==> config.mk <==
export PLATFORM = sky130hd
export DESIGN_NAME = pulse_stamp_unit
export DESIGN_NICKNAME = d
export VERILOG_FILES = /design/src/rtl/pstamp_pkg.sv /design/src/rtl/pstamp_prescale.sv /design/src/rtl/pstamp_sync.sv /design/src/rtl/pstamp_counters.sv /design/src/rtl/pstamp_poll.sv /design/src/rtl/pulse_stamp_unit.sv
export SDC_FILE = /design/constraint.sdc
export NUM_CORES = 1
export LEC_CHECK = 0
export ABC_AREA = 1
export BUFFER_PORTS_ARGS = -buffer_cell sky130_fd_sc_hd__buf_2
export CAP_MARGIN = 20
export CORE_UTILIZATION = 35
export DETAILED_ROUTE_END_ITERATION = 7
export GPL_ROUTABILITY_DRIVEN = 0
export HOLD_SLACK_MARGIN = 0.1
export PLACE_DENSITY = 0.57
export SETUP_SLACK_MARGIN = 0.5
export SLEW_MARGIN = 20
export SYNTH_ARGS = -nofsm -noshare
export SYNTH_HDL_FRONTEND = slang
export SYNTH_SLANG_ARGS = --single-unit
==> constraint.sdc <==
create_clock -name clk -period 1.8 [get_ports clk]
set_input_delay 0.36 -clock clk [delete_from_list [all_inputs] [get_ports clk]]
set_output_delay 0.36 -clock clk [all_outputs]
set_load 0.01 [all_outputs]
==> src/rtl/pstamp_pkg.sv <==
package pstamp_pkg;

   typedef enum logic [1:0] {
      EV_NONE   = 2'd0,
      EV_ASSERT = 2'd1,
      EV_CLEAR  = 2'd2
   } pstamp_event_e;

   // classify a poll from the remembered and the current level
   function automatic pstamp_event_e classify(input logic assigned,
                                              input logic prev_lvl,
                                              input logic now_lvl);
      pstamp_event_e ev;
      ev = EV_NONE;
      if (assigned && (prev_lvl != now_lvl))
         ev = now_lvl ? EV_ASSERT : EV_CLEAR;
      return ev;
   endfunction

endpackage

==> src/rtl/pstamp_prescale.sv <==
module pstamp_prescale #(
   parameter int DIV = 4
) (
   input  logic clk,
   input  logic rst_n,
   output logic tick
);
   localparam int PW = (DIV > 1) ? $clog2(DIV) : 1;
   localparam bit POW2 = (DIV > 1) && ((DIV & (DIV - 1)) == 0);

   if (DIV < 1) begin : g_bad_div
      $error("pstamp_prescale: DIV must be at least 1");
   end

   if (DIV == 1) begin : g_every
      assign tick = 1'b1;
   end else if (POW2) begin : g_pow2
      logic [PW-1:0] cnt_q;
      always_ff @(posedge clk or negedge rst_n) begin
         if (!rst_n) cnt_q <= '0;
         else        cnt_q <= cnt_q + 1'b1;
      end
      assign tick = &cnt_q;


      tick_gap_chk: assert property (@(posedge clk) disable iff (!rst_n)
         tick |=> !tick);
   end else begin : g_modulo
      logic [PW-1:0] cnt_q;
      always_ff @(posedge clk or negedge rst_n) begin
         if (!rst_n)                      cnt_q <= '0;
         else if (cnt_q == PW'(DIV - 1))  cnt_q <= '0;
         else                             cnt_q <= cnt_q + 1'b1;
      end
      assign tick = (cnt_q == PW'(DIV - 1));


      tick_gap_chk: assert property (@(posedge clk) disable iff (!rst_n)
         tick |=> !tick);
   end
endmodule

==> src/rtl/pstamp_sync.sv <==
module pstamp_sync #(
   parameter int STAGES = 2
) (
   input  logic clk,
   input  logic rst_n,
   input  logic din,
   output logic level,
   output logic rise
);
   if (STAGES < 2) begin : g_bad_stages
      $error("pstamp_sync: STAGES must be at least 2");
   end

   // STAGES synchronizer flops plus one alignment flop
   logic [STAGES:0] sh_q;

   always_ff @(posedge clk or negedge rst_n) begin
      if (!rst_n) sh_q <= '0;
      else        sh_q <= {sh_q[STAGES-1:0], din};
   end

   assign rise  = sh_q[STAGES-1] & ~sh_q[STAGES];
   assign level = sh_q[STAGES];


   rise_level_chk: assert property (@(posedge clk) disable iff (!rst_n)
      rise |=> level);
endmodule

==> src/rtl/pstamp_counters.sv <==
module pstamp_counters #(
   parameter int W = 16
) (
   input  logic         clk,
   input  logic         rst_n,
   input  logic         tick,
   input  logic         clear,
   output logic [W-1:0] base,
   output logic [W-1:0] elapsed
);
   if (W < 2) begin : g_bad_w
      $error("pstamp_counters: W must be at least 2");
   end

   always_ff @(posedge clk or negedge rst_n) begin
      if (!rst_n)    base <= '0;
      else if (tick) base <= base + 1'b1;
   end

   always_ff @(posedge clk or negedge rst_n) begin
      if (!rst_n)     elapsed <= '0;
      else if (clear) elapsed <= '0;
      else if (tick)  elapsed <= elapsed + 1'b1;
   end


   clear_zero_chk: assert property (@(posedge clk) disable iff (!rst_n)
      clear |=> (elapsed == '0));


   base_hold_chk: assert property (@(posedge clk) disable iff (!rst_n)
      !tick |=> $stable(base));


   diff_const_chk: assert property (@(posedge clk) disable iff (!rst_n)
      !clear |=> ((base - elapsed) == $past(base - elapsed)));
endmodule

==> src/rtl/pstamp_poll.sv <==
module pstamp_poll
   import pstamp_pkg::*;
#(
   parameter int W = 16
) (
   input  logic         clk,
   input  logic         rst_n,
   input  logic         poll,
   input  logic         assigned,
   input  logic         level,
   input  logic [W-1:0] base,
   input  logic [W-1:0] elapsed,
   output logic         stamp_valid,
   output logic         level_changed,
   output logic [W-1:0] stamp,
   output logic         echo_state
);
   logic          prev_q;
   pstamp_event_e ev;

   assign ev = classify(assigned, prev_q, level);

   always_ff @(posedge clk or negedge rst_n) begin
      if (!rst_n) begin
         prev_q        <= 1'b0;
         stamp_valid   <= 1'b0;
         level_changed <= 1'b0;
         stamp         <= '0;
         echo_state    <= 1'b0;
      end else if (poll) begin
         if (assigned) prev_q <= level;
         stamp_valid   <= (ev == EV_ASSERT);
         level_changed <= (ev != EV_NONE);
         if (ev == EV_ASSERT) begin
            stamp      <= base - elapsed;
            echo_state <= 1'b1;
         end else if (ev == EV_CLEAR) begin
            echo_state <= 1'b0;
         end
      end
   end


   valid_changed_chk: assert property (@(posedge clk) disable iff (!rst_n)
      stamp_valid |-> level_changed);


   hold_chk: assert property (@(posedge clk) disable iff (!rst_n)
      !poll |=> ($stable(stamp) && $stable(stamp_valid) && $stable(level_changed)));


   unassigned_chk: assert property (@(posedge clk) disable iff (!rst_n)
      (poll && !assigned) |=> (!level_changed && !stamp_valid));


   echo_follow_chk: assert property (@(posedge clk) disable iff (!rst_n)
      stamp_valid |-> echo_state);
endmodule

==> src/rtl/pulse_stamp_unit.sv <==
module pulse_stamp_unit #(
   parameter int CNT_W       = 16,
   parameter int PRESCALE    = 4,
   parameter int SYNC_STAGES = 2
) (
   input  logic             clk,
   input  logic             rst_n,
   input  logic             pulse_in,
   input  logic             pin_assigned,
   input  logic             echo_en,
   input  logic             echo_invert,
   input  logic             poll,
   output logic [CNT_W-1:0] base_count,
   output logic             stamp_valid,
   output logic             level_changed,
   output logic [CNT_W-1:0] stamp,
   output logic             echo_out
);
   logic             tick;
   logic             lvl;
   logic             rise;
   logic [CNT_W-1:0] elapsed;
   logic             echo_state;

   pstamp_prescale #(.DIV(PRESCALE)) u_pre (
      .clk  (clk),
      .rst_n(rst_n),
      .tick (tick)
   );

   pstamp_sync #(.STAGES(SYNC_STAGES)) u_sync (
      .clk  (clk),
      .rst_n(rst_n),
      .din  (pulse_in),
      .level(lvl),
      .rise (rise)
   );

   pstamp_counters #(.W(CNT_W)) u_cnt (
      .clk    (clk),
      .rst_n  (rst_n),
      .tick   (tick),
      .clear  (rise),
      .base   (base_count),
      .elapsed(elapsed)
   );

   pstamp_poll #(.W(CNT_W)) u_poll (
      .clk          (clk),
      .rst_n        (rst_n),
      .poll         (poll),
      .assigned     (pin_assigned),
      .level        (lvl),
      .base         (base_count),
      .elapsed      (elapsed),
      .stamp_valid  (stamp_valid),
      .level_changed(level_changed),
      .stamp        (stamp),
      .echo_state   (echo_state)
   );

   assign echo_out = echo_en & (echo_state ^ echo_invert);


   coherent_chk: assert property (@(posedge clk) disable iff (!rst_n)
      ($rose(lvl)) |-> (elapsed == '0));
endmodule

==> results_dict.tcl <==
set metrics [dict create \
    layout-drive-gt1-share_pct 50.09 \
    hold_viol 0 \
    required_ns 2.04 \
    core_area_um2 9328 \
    synth.area.mux_share_pct 0 \
    root_buffer "clkbuf_8" \
    die_h_um 100.5 \
    area_delta_synth_final_pct 61.85 \
    synth_compound_area_share_pct 6.782 \
    ir_drop_mv 0.2966 \
    seqPwrFrac_pct 48.1 \
    slew_viol_final 0 \
    die_w_um 100.5 \
    vias_per_cell 4.719 \
    fmax_ghz 0.5975 \
    grt.busiest_layer "met2" \
    dieArea_um2 10100 \
    hold_depth 2 \
    synthesis.area_um2 3395 \
    combPwrFrac_pct 10.6 \
    r2r_setup_slack_ns 0.13 \
    critPathMostFrequentCell "nand3_2" \
    dp_slack_ns 0.1160 \
    clock_power_share_pct 41.2 \
    crit_path_cell_trace "ha_4 -> fa_2 -> inv_2 -> nand3_2 -> nand3_4 -> nand3_2 -> nand3_2 -> nand2_1 -> nand3_1 -> nand2_1" \
    yosysSeqAreaShare_pct 42.02 \
    min_from "poll" \
    synth_top_family_by_area "simple AND/OR/NAND/NOR gates" \
    path_clk_slew_ns 0.07 \
    grtUsageMet1_pct 24.29 \
    synth_cells 447 \
    cp.arrival_ns 1.91 \
    cp_max_fo 3 \
    synth_adder_area_share_pct 7.593 \
    grt_pass1_wl_um 14850 \
    final_nets 609 \
    reg2reg_from "u_cnt.elapsed[0]$_DFFE_PN0P_" \
    fin_ws_ns 0.1265 \
    relSlewSlack_pct 76.59 \
    critPathKind "reg2reg" \
    synth-simple-area-share_pct 29.30 \
    hold_end "u_poll.echo_state$_DFFE_PN0P_" \
    drc_errors 0 \
    tritoncts "yes" \
    hpwlAfterDp_um 5962 \
    numPortBuffers 41 \
    start_util_pct 36.39 \
    crit_buf_inv 1 \
    setup-violations-final 0 \
    clock_latency_ns 0.35 \
    synth-seq-cells 57 \
    vias 3379 \
    r2r_cells 10 \
    crit_family "adder cells" \
    max_stage_delay_ns 0.43 \
    power_w 0.002823 \
    powerDensity_nw_per_um2 513.9 \
    use_met3_pct 3.883 \
    cp.depth 10 \
    overflow 0 \
    tightest_slew_ns 0.3507 \
    grt_pass1_vias 3095 \
    diodes 0 \
    mostFrequentLayoutCells "nand2_1 (102), buf_4 (56), inv_1 (50), dfrtp_1 (42), buf_6 (41)" \
    antenna_left 0 \
    rsz0062_at_grt "yes" \
    p_leak_nw 2.777 \
    yosysUniqueCellTypes 28 \
    cts_made_buffers 9 \
    fin_crit_ns 1.674 \
    grt_max_degree 58 \
    finish.utilization_pct 58.90 \
    grt_util_all_layers_pct 19.46 \
    detail_route.iter0.violations 125 \
    cpMaxStageDelayCell "dfrtp_2" \
    maxCapViolCount 0 \
    p_sw_share_pct 25.69 \
    r2r_end "u_poll.stamp[12]$_DFFE_PN0P_" \
    fin_crit_sh_pct 92.97 \
    antenna_found_initial 0 \
    yosys_warnings 0 \
    first_pass_iters 4 \
    cts_max_level 3 \
    syn_avg_cell_area_um2 7.594 \
    finalSetupTns_ns 0 \
    wl_um 10240 \
    outcome "finished clean" \
    synth_nets 474 \
    hold_path_class "in2reg" \
    row_count 35 \
    end_kind "flip-flop" \
    wire_per_inst_um 14.30 \
    synthXorXnorAreaFrac_pct 5.160 \
    gr-usage-met2_pct 32.35 \
    pin_count 42 \
    p_switching_w 0.0007255 \
    whs_ns 0.2428 \
    final_common_cell "nand2_1" \
    start_kind "flip-flop" \
    cts_sinks 57 \
    intPower_w 0.002098 \
    cts_max_path_buffers 2 \
    skew_ns 0.008598 \
]
-- what timing repair did --
item | 4_1_cts | 5_1_grt
endpoints found under the setup margin | 54 | 53
gates resized for setup | 81 | 84
pin swaps | 31 | 54
cloned | 0 | 1
endpoints found under the hold margin | 57 | 1
hold buffers | 1 | 1
setup buffers | 46 | 30
-- cell families after synthesis --
family                     after synthesis
AOI/OAI and AO/OA                       44
xor gates and xnor gates                20
adders and majority gates               20
buffers and inverters                   79
DFF                                     57
and+or+nand+nor                        227
-- flip-flops by register name, summed over array words and instances, names as in the netlist --
register / flops
u_cnt.elapsed: 16
u_sync.sh_q: 3
u_poll.level_changed: 1
u_pre.g_pow2.cnt_q: 2
u_poll.prev_q: 1
u_poll.stamp_valid: 1
u_poll.echo_state: 1
u_poll.stamp: 16
u_cnt.base: 16
-- metrics by stage --
stage / cells / cell area, um^2
after floorplan: 447 / 3660
after global placement: 621 / 4079
after detailed placement: 621 / 4079
after CTS: 684 / 4917
after global routing: 716 / 5494
final: 716 / 5494
-- metal layers --
| layer | part of all wire (%) | vias to the layer above |
|---|---|---|
| met2 | 50 | 71 |
| met3 | 3.4 | 17 |
| met1 | 44 | 1611 |
| li1 | - | 1680 |
| met5 | 0 | - |
| met4 | 2.0 | 0 |
-- synthesized netlist by cell type --
cell type  count  share of area (%)
a211oi_1       3               0.66
a21oi_1       21                3.1
a31oi_1        2               0.37
and2_1         1               0.18
buf_2          1               0.15
buf_6          1               0.33
clkbuf_1       3               0.33
dfrtp_1       57                 42
fa_1           1               0.59
ha_1          19                7.0
inv_1         73                8.1
inv_6          1               0.26
nand2_1      135                 15
nand2_2        2               0.37
nand3_1       31                4.6
nand3_2        1               0.29
nand3b_1       3               0.66
nand4_1        5               0.92
nor2_1        32                3.5
nor2_2         1               0.18
nor2_4         3                1.0
nor3_1         7                1.0
nor3_2         2               0.59
nor3_4         1               0.48
o21ai_0       18                2.7
or2_2          3               0.55
xnor2_1        8                2.1
xor2_1        12                3.1
-- final cells by class --
| type | count | area [um^2] |
|---|---|---|
| inverter | 74 | 290.3 |
| multi-input combinational | 311 | 2350 |
| tap | 129 | 161.4 |
| clock buffer | 12 | 135.1 |
| fill | 769 | 3834 |
| clock inverter | 4 | 45.04 |
| sequential | 57 | 1445 |
| timing repair buffer | 129 | 1067 |
-- worst max path at each step --
stage                                      start                            to  slack (ns)
floorplan              u_cnt.base[0]$_DFFE_PN0P_  u_poll.stamp[12]$_DFFE_PN0P_        0.18
global placement    u_cnt.elapsed[0]$_DFFE_PN0P_   u_poll.stamp[8]$_DFFE_PN0P_        0.14
detailed placement  u_cnt.elapsed[0]$_DFFE_PN0P_  u_poll.stamp[12]$_DFFE_PN0P_        0.12
CTS                 u_cnt.elapsed[0]$_DFFE_PN0P_  u_poll.stamp[12]$_DFFE_PN0P_        0.20
global route        u_cnt.elapsed[0]$_DFFE_PN0P_  u_poll.stamp[12]$_DFFE_PN0P_        0.04
finish              u_cnt.elapsed[0]$_DFFE_PN0P_  u_poll.stamp[12]$_DFFE_PN0P_        0.13
-- power groups by stage --
stage / sequential (W) / combinational [W] / clock [W]
finish: 0.00136 / 0.000301 / 0.00116
global route: 0.00136 / 0.000331 / 0.00124
CTS: 0.00136 / 0.000253 / 0.00119
detailed placement: 0.00138 / 0.000217 / 0
global placement: 0.00138 / 0.000214 / 0
floorplan: 0.00139 / 0.000101 / 0
Power figures use the tool's default switching activity.
